File: src/rtl/bitop_pkg.sv
package bitop_pkg;

  typedef enum logic [3:0] {
    BOP_TEST  = 4'd0,
    BOP_LOAD  = 4'd1,
    BOP_LOADN = 4'd2,
    BOP_STC   = 4'd3,
    BOP_STCN  = 4'd4,
    BOP_SET   = 4'd5,
    BOP_CLR   = 4'd6,
    BOP_FLIP  = 4'd7,
    BOP_AND   = 4'd8,
    BOP_ANDN  = 4'd9,
    BOP_OR    = 4'd10,
    BOP_ORN   = 4'd11,
    BOP_XOR   = 4'd12,
    BOP_XORN  = 4'd13
  } bop_e;

  typedef struct packed {
    logic wr;       // byte must be written back
    logic bit_val;  // new value of the target bit
    logic c_val;    // next carry
    logic z_val;    // next zero
  } bop_res_t;

  // Per-operation behaviour on the selected bit and the flags.
  function automatic bop_res_t bop_eval(input logic [3:0] op,
                                        input logic sel,
                                        input logic c_cur,
                                        input logic z_cur);
    bop_res_t r;
    r.wr      = 1'b0;
    r.bit_val = sel;
    r.c_val   = c_cur;
    r.z_val   = z_cur;
    case (op)
      BOP_TEST:  r.z_val = ~sel;
      BOP_LOAD:  r.c_val = sel;
      BOP_LOADN: r.c_val = ~sel;
      BOP_STC:   begin r.wr = 1'b1; r.bit_val = c_cur;          end
      BOP_STCN:  begin r.wr = 1'b1; r.bit_val = ~c_cur;         end
      BOP_SET:   begin r.wr = 1'b1; r.bit_val = 1'b1;           end
      BOP_CLR:   begin r.wr = 1'b1; r.bit_val = 1'b0;           end
      BOP_FLIP:  begin r.wr = 1'b1; r.bit_val = ~sel;           end
      BOP_AND:   begin r.wr = 1'b1; r.bit_val = sel & c_cur;    end
      BOP_ANDN:  begin r.wr = 1'b1; r.bit_val = ~(sel & c_cur); end
      BOP_OR:    begin r.wr = 1'b1; r.bit_val = sel | c_cur;    end
      BOP_ORN:   begin r.wr = 1'b1; r.bit_val = ~(sel | c_cur); end
      BOP_XOR:   begin r.wr = 1'b1; r.bit_val = sel ^ c_cur;    end
      BOP_XORN:  begin r.wr = 1'b1; r.bit_val = ~(sel ^ c_cur); end
      default:   r.wr = 1'b0;
    endcase
    return r;
  endfunction

endpackage

File: src/rtl/bop_mask.sv
module bop_mask #(
  parameter int DATA_W = 8,
  localparam int IDX_W = $clog2(DATA_W)
) (
  input  logic [IDX_W-1:0]  idx,
  output logic [DATA_W-1:0] mask
);
  for (genvar i = 0; i < DATA_W; i++) begin : g_dec
    assign mask[i] = (idx == IDX_W'(i));
  end
endmodule

File: src/rtl/bop_pick.sv
module bop_pick #(
  parameter int DATA_W = 8
) (
  input  logic [DATA_W-1:0] data,
  input  logic [DATA_W-1:0] mask,
  output logic              sel
);
  assign sel = |(data & mask);
endmodule

File: src/rtl/bop_merge.sv
module bop_merge #(
  parameter int DATA_W = 8
) (
  input  logic [DATA_W-1:0] data,
  input  logic [DATA_W-1:0] mask,
  input  logic              wr,
  input  logic              bit_val,
  output logic [DATA_W-1:0] merged
);
  for (genvar i = 0; i < DATA_W; i++) begin : g_bit
    assign merged[i] = (wr && mask[i]) ? bit_val : data[i];
  end
endmodule

File: src/rtl/bitop_unit.sv
module bitop_unit
  import bitop_pkg::*;
#(
  parameter int DATA_W = 8,
  localparam int IDX_W = $clog2(DATA_W)
) (
  input  logic              clk,
  input  logic              rst_n,
  input  logic [3:0]        op_code,
  input  logic [IDX_W-1:0]  bit_idx,
  input  logic [DATA_W-1:0] data_in,
  input  logic              c_in,
  input  logic              z_in,
  output logic [DATA_W-1:0] data_out,
  output logic              store_en,
  output logic              c_out,
  output logic              z_out
);

  // Named internal events, visible to the bound checker.
  logic [DATA_W-1:0] mask_w;
  logic              sel_w;
  bop_res_t          res_w;
  logic [DATA_W-1:0] merged_w;

  bop_mask #(.DATA_W(DATA_W)) u_mask (
    .idx  (bit_idx),
    .mask (mask_w)
  );

  bop_pick #(.DATA_W(DATA_W)) u_pick (
    .data (data_in),
    .mask (mask_w),
    .sel  (sel_w)
  );

  assign res_w = bop_eval(op_code, sel_w, c_in, z_in);

  bop_merge #(.DATA_W(DATA_W)) u_merge (
    .data    (data_in),
    .mask    (mask_w),
    .wr      (res_w.wr),
    .bit_val (res_w.bit_val),
    .merged  (merged_w)
  );

  always_ff @(posedge clk or negedge rst_n) begin
    if (!rst_n) begin
      data_out <= '0;
      store_en <= 1'b0;
      c_out    <= 1'b0;
      z_out    <= 1'b0;
    end else begin
      data_out <= merged_w;
      store_en <= res_w.wr;
      c_out    <= res_w.c_val;
      z_out    <= res_w.z_val;
    end
  end

endmodule

File: config.mk
export PLATFORM = sky130hd
export DESIGN_NAME = bitop_unit
export DESIGN_NICKNAME = d
export VERILOG_FILES = /design/src/rtl/bitop_pkg.sv /design/src/rtl/bop_mask.sv /design/src/rtl/bop_pick.sv /design/src/rtl/bop_merge.sv /design/src/rtl/bitop_unit.sv
export SDC_FILE = /design/constraint.sdc
export NUM_CORES = 1
export LEC_CHECK = 0
export BUFFER_PORTS_ARGS = -buffer_cell sky130_fd_sc_hd__buf_2
export CAP_MARGIN = 20
export CORE_MARGIN = 2
export CORE_UTILIZATION = 30
export DETAILED_ROUTE_END_ITERATION = 12
export PLACE_DENSITY = 0.51
export SLEW_MARGIN = 30
export SYNTH_ARGS = -nofsm -noshare
export SYNTH_HDL_FRONTEND = slang
export SYNTH_SLANG_ARGS = --single-unit
File: constraint.sdc
create_clock -name clk -period 0.95 [get_ports clk]
set_clock_uncertainty 0.1 [all_clocks]
set_input_delay 0.1425 -clock clk [delete_from_list [all_inputs] [get_ports clk]]
set_output_delay 0.1425 -clock clk [all_outputs]
set_load 0.01 [all_outputs]
==> results of run 1 <==
[how the worst min path moves through the flow]
stage / depth (start not counted) / from / end
2_1_floorplan: 0 / rst_n / c_out
3_3_place_gp: 1 / rst_n / data_out[0]
3_5_place_dp: 1 / rst_n / data_out[0]
4_1_cts: 2 / z_in / z_out
5_1_grt: 2 / z_in / z_out
6_report: 2 / z_in / z_out
[report_power, final]
group | internal, uW | switching, uW | total [uW]
Sequential | 503 | 7.13 | 510
Combinational | 267 | 228 | 496
Clock | 162 | 152 | 314
Total | 933 | 387 | 1320
[Yosys cell counts, types with 2 or more instances]
cell type                  count  area [sq um]
sky130_fd_sc_hd__dfrtp_1      11         275.3
sky130_fd_sc_hd__nand2_1       6         22.52
sky130_fd_sc_hd__mux2_2        5         56.30
sky130_fd_sc_hd__mux2_4        5         75.07
sky130_fd_sc_hd__nor2b_1       5         31.28
sky130_fd_sc_hd__buf_2         3         15.01
sky130_fd_sc_hd__nand3b_1      3         22.52
sky130_fd_sc_hd__nor2_1        3         11.26
sky130_fd_sc_hd__and3_1        2         12.51
sky130_fd_sc_hd__ha_1          2         25.02
sky130_fd_sc_hd__inv_1         2         7.510
sky130_fd_sc_hd__mux2i_1       2         20.02
sky130_fd_sc_hd__nand2b_1      2         12.51
sky130_fd_sc_hd__nand3_1       2         10.01
sky130_fd_sc_hd__nor4b_1       2         17.52
[cell type report]
type                       count  area [sq um]
tap                           30         37.54
clock buffer                   4         26.28
sequential                    11         275.3
multi-input combinational     57         599.3
inverter                       2         7.507
timing repair buffer          48         320.3
fill                         230          1234
[critical path, cell delays in order]
cell,delay (ns)
sky130_fd_sc_hd__buf_8,0.10
sky130_fd_sc_hd__mux2_4,0.31
sky130_fd_sc_hd__o2bb2ai_4,0.15
sky130_fd_sc_hd__a211oi_4,0.20
sky130_fd_sc_hd__ha_1,0.28
sky130_fd_sc_hd__nand2b_4,0.15
sky130_fd_sc_hd__a21oi_4,0.14
sky130_fd_sc_hd__nor4bb_4,0.07
sky130_fd_sc_hd__a211o_4,0.35
sky130_fd_sc_hd__mux2_4,0.27
[flip-flops by register name, summed over array words and instances (netlist names)]
| register | flops |
|---|---|
| z_out | 1 |
| data_out | 8 |
| c_out | 1 |
| store_en | 1 |
[repair_timing]
item / CTS / global route
setup buffers: 1 / 0
hold endpoints to repair: 11 / 0
endpoints found under the setup margin: 21 / 21
hold buffers: 1 / 0
resized for setup: 15 / 14
pin swaps: 7 / 2
cloned: 0 / 0
[cell usage in the layout, fill, tap and decap left out, drive strengths merged, types with 3 or more instances in the layout]
master and n:
nor2 3, buf 47, mux2 10, clkbuf 4, nand3b 3, dfrtp 11
nand2 6, nor2b 5
[cell families after synthesis]
kind of cell	after synthesis	share of synthesized area, %
and+or+nand+nor	30	21.93
DFF	11	34.21
AOI/OAI and AO/OA	13	17.11
muxes	12	18.82
adders and majority gates	2	3.110
buffers and inverters	7	4.820
[metal layers]
metal	part of all wire (%)	vias up	GRT usage [%]
li1	-	363	-
met1	44	364	17.38
met4	0.70	0	7.317
met5	0	-	0
met2	50	23	20.41
met3	5.2	2	2.326
[through the flow]
| step | TNS, ns | setup slack (ns) | total power (uW) | instances |
|---|---|---|---|---|
| floorplan | -11.98 | -1.392 | 753.0 | 75 |
| global placement | -12.98 | -1.470 | 929.8 | 147 |
| detailed placement | -13.23 | -1.504 | 930.3 | 147 |
| CTS | -10.68 | -1.177 | 1286 | 153 |
| global route | -11.14 | -1.218 | 1393 | 152 |
| finish | -10.40 | -1.173 | 1320 | 152 |
==> run_results.csv, run 1 <==
group,metric,value,unit
detailed_routing,routed-via-count,752,
timing,report.final.hold_viol_count,0,
grt,global_route.overflow_total,0,
power_and_ir_drop,p_leak,0.0005946,uW
detailed_routing,viasPerCell,4.947,
clock_network,clk_transition_reported_paths,0.06,ns
detailed_routing,postRouteWirelength,1.986,mm
placed_design,placement.io_buffers,29,
worst_setup_path,crit_end,"data_out[3]",
timing,drv_slew,0,
timing,worst_slew_margin_relative_to_its_limit,80.95,%
worst_setup_path,crit_type,"in2reg",
logic_synthesis,post_synth_num_cell_types,35,
power_and_ir_drop,p_per_area,1042,nW/um^2
logic_synthesis,postSynthNetCount,96,
grt,global_route.usage.total,13.23,%
detailed_routing,drc,0,
final_layout,insertedDiodeCount,0,
detailed_routing,antenna_left,0,
final_layout,fin_nets,144,
grt,via_count_of_the_first_global_routing_pass,727,
timing,fmax,471.1,MHz
placed_design,postPlaceCellArea,1091,sq um
floorplanning,design.core.area,2500,sq um
floorplanning,fp.dieArea,3112,sq um
worst_setup_path,worstSetupEndpointType,"flip-flop",
final_layout,finish.utilization,50.65,%
logic_synthesis,synth-warning-count,0,
clock_network,numCtsBuffers,3,
run_status,failed_checks,"negative setup slack",
floorplanning,dieWidth,55.79,um
grt,grt_antenna_before_repair,0,
worst_setup_path,worstSetupStartpointType,"primary input",
floorplanning,ios,30,
grt,grt_first_pass_wirelength,3.249,mm
worst_setup_path,worstSetupStartpoint,"bit_idx[0]",
timing,worstMarginPinSlew,0.2778,ns
clock_network,clock_sink_count,11,
timing,report.final.setup_viol,21,
floorplanning,row_count,18,
logic_synthesis,number_of_enable_type_register_cells_in_the_synthesized_netlist,0,
grt,largest_net_degree_at_the_start_of_global_routing,12,
worst_setup_path,worstPathRequired,0.99,ns
worst_setup_path,critPathMaxFanout,8,
final_layout,ratio_of_cells_with_drive_above_1_in_the_final_layout,62.30,%
final_layout,area.growth.synth_to_final,57.39,%
worst_setup_path,cp_data_arrival_time,2.17,ns
logic_synthesis,synth-seq-cells,11,
placed_design,dp_hpwl,1.456,mm
run_status,status,"finished with violations",
power_and_ir_drop,worst_ir_drop_vdd,733.9,uV
clock_network,clock_tree_from_tritoncts,"built",
clock_network,ctsHtreeMaxLevel,1,
logic_synthesis,postSynthAreaPerCell,10.73,sq um
detailed_routing,drt_iter0_markers,11,
logic_synthesis,async_flop_share,100.0,%
clock_network,root_buffer,"sky130_fd_sc_hd__clkbuf_4",
logic_synthesis,yosysSeqAreaShare,34.21,%
clock_network,clk_path_buf_depth,2,
timing,grt_setup_unrepaired,"yes",
timing,worst_hold_slack,0.01609,ns
detailed_routing,dr.pass1.iters,4,
logic_synthesis,dominantRegCellSynth,"sky130_fd_sc_hd__dfrtp_1",
timing,period_minus_slack,2.123,ns
floorplanning,dieHeight,55.79,um
timing,finalWorstSetupSlack,-1.173,ns
logic_synthesis,synth_area,804.5,sq um
timing,finalCritPeriodShare,223.5,%
floorplanning,initial_utilization,32.18,%
flow_run,max-cap-violations,0,
logic_synthesis,syn-instance-count,75,
hold_path,hold_path_class,"in2reg",
detailed_routing,post_drt_wl_per_cell,13.07,um
final_layout,stdcell_area,1266,sq um
placed_design,globalplace.congestion,0.7961,
Power figures use the tool's default switching activity.
==> run 2: changes to the inputs <==
CELL_PAD_IN_SITES_DETAIL_PLACEMENT = 2   (was unset)
CELL_PAD_IN_SITES_GLOBAL_PLACEMENT = 2   (was unset)
PLACE_DENSITY = 0.78   (was 0.51)
==> run_results.csv, run 2 (same netlist as run 1, synthesis figures left out) <==
group,metric,value,unit
run_status,status,"finished with violations",
run_status,failed_checks,"negative setup slack",
final_layout,most_common_cell_after_layout_fill_and_taps_aside,"sky130_fd_sc_hd__buf_2",
final_layout,stdcell_area,1310,sq um
timing,finalWorstSetupSlack,-1.218,ns
placed_design,placement.io_buffers,29,
grt,largest_net_degree_at_the_start_of_global_routing,12,
clock_network,clk_path_buf_depth,2,
final_layout,largest_reg_flops,8,
worst_setup_path,worstSetupEndpointType,"flip-flop",
floorplanning,design.core.area,2500,sq um
detailed_routing,viasPerCell,5.390,
clock_network,clock_tree_from_tritoncts,"built",
floorplanning,row_count,18,
final_layout,fin_nets,146,
floorplanning,dieHeight,55.79,um
timing,drv_slew,0,
final_layout,insertedDiodeCount,0,
clock_network,numCtsBuffers,3,
clock_network,clock_sink_count,11,
timing,grt_setup_unrepaired,"yes",
flow_run,max-cap-violations,0,
placed_design,globalplace.congestion,0.7502,
worst_setup_path,worstPathRequired,1.00,ns
grt,global_route.usage.total,22.20,%
final_layout,ratio_of_cells_with_drive_above_1_in_the_final_layout,66.94,%
hold_path,hold_path_class,"in2reg",
floorplanning,fp.dieArea,3112,sq um
final_layout,area.growth.synth_to_final,62.83,%
floorplanning,initial_utilization,32.18,%
power_and_ir_drop,p_per_area,1081,nW/um^2
detailed_routing,postRouteWirelength,3.612,mm
grt,via_count_of_the_first_global_routing_pass,912,
worst_setup_path,cp_data_arrival_time,2.22,ns
worst_setup_path,worstSetupStartpointType,"primary input",
timing,worstMarginPinSlew,0.3352,ns
grt,grt_first_pass_wirelength,5.112,mm
timing,period_minus_slack,2.168,ns
detailed_routing,antenna_left,0,
detailed_routing,routed-via-count,830,
power_and_ir_drop,finalPower,1416,uW
detailed_routing,dr.pass1.iters,4,
detailed_routing,post_drt_wl_per_cell,23.45,um
timing,worst_hold_slack,0.02034,ns
detailed_routing,drt_iter0_markers,14,
timing,fmax,461.2,MHz
worst_setup_path,critPathMaxFanout,8,
timing,worst_slew_margin_relative_to_its_limit,77.46,%
placed_design,postPlaceCellArea,1099,sq um
detailed_routing,drc,0,
power_and_ir_drop,p_leak,0.0006066,uW
final_layout,max_flop_register,"data_out",
grt,global_route.overflow_total,0,
worst_setup_path,crit_type,"in2reg",
timing,finalCritPeriodShare,228.3,%
floorplanning,dieWidth,55.79,um
clock_network,ctsHtreeMaxLevel,1,
timing,report.final.hold_viol_count,0,
floorplanning,ios,30,
clock_network,clk_transition_reported_paths,0.07,ns
final_layout,commonest_cells_after_routing_fill_and_taps_aside,"sky130_fd_sc_hd__buf_2 (26), sky130_fd_sc_hd__buf_4 (19), sky130_fd_sc_hd__dfrtp_1 (11)",
timing,report.final.setup_viol,21,
power_and_ir_drop,worst_ir_drop_vdd,739.9,uV
grt,grt_antenna_before_repair,0,
clock_network,root_buffer,"sky130_fd_sc_hd__clkbuf_4",
placed_design,dp_hpwl,2.331,mm
-- run 2: final cells by class --
class / instances / area (sq um)
multi-input cells: 57 / 628.1
inverters: 2 / 7.507
flip-flops and latches: 11 / 275.3
well taps: 30 / 37.54
clock buffers: 4 / 26.28
repair buffers: 50 / 335.3
fillers: 267 / 1190
-- run 2: critical path, stage by stage --
cell and delay (ns):
sky130_fd_sc_hd__buf_8 0.11, sky130_fd_sc_hd__mux2_4 0.30, sky130_fd_sc_hd__o2bb2ai_4 0.15, sky130_fd_sc_hd__a211oi_4 0.20, sky130_fd_sc_hd__buf_4 0.16, sky130_fd_sc_hd__ha_4 0.19
sky130_fd_sc_hd__nand2b_4 0.14, sky130_fd_sc_hd__a21oi_4 0.14, sky130_fd_sc_hd__nor4bb_4 0.07, sky130_fd_sc_hd__a211o_4 0.32, sky130_fd_sc_hd__mux2_4 0.29
-- run 2: timing repair --
action,CTS,global route
resized for setup,24,12
gates cloned,0,0
hold endpoints to repair,11,0
setup endpoints to repair,21,21
buffers inserted,2,0
pin swaps,6,4
hold buffers,1,0
-- run 2: final timing paths --
path                       startpoint           to  slack, ns  cells after the start
max                        bit_idx[0]  data_out[1]      -1.22                     11
min                              z_in        z_out       0.02                      2
max in group asynchronous       rst_n        c_out       0.37                      2
min in group asynchronous       rst_n  data_out[6]       0.17                      2
-- run 2: layer usage --
layer	share of wire (%)	vias to the layer above	track usage, %
met2	54	29	39.63
met3	2.6	8	3.023
met4	1.9	0	8.711
met5	0	-	0
met1	42	420	26.65
li1	-	373	-
-- run 2: where the power goes --
group	switching, uW	internal, uW
registers	11.9	504
clock network	160	163
logic	287	290
-- run 2: metrics by stage --
step | cells | setup slack, ns | utilization (%) | setup TNS [ns]
after floorplan | 75 | -1.392 | - | -11.98
after global placement | 148 | -1.461 | 43.94 | -12.89
after detailed placement | 148 | -1.562 | 43.94 | -13.66
after CTS | 155 | -1.241 | 49.95 | -11.30
after global routing | 154 | -1.267 | 52.40 | -11.82
final | 154 | -1.218 | 52.40 | -10.97
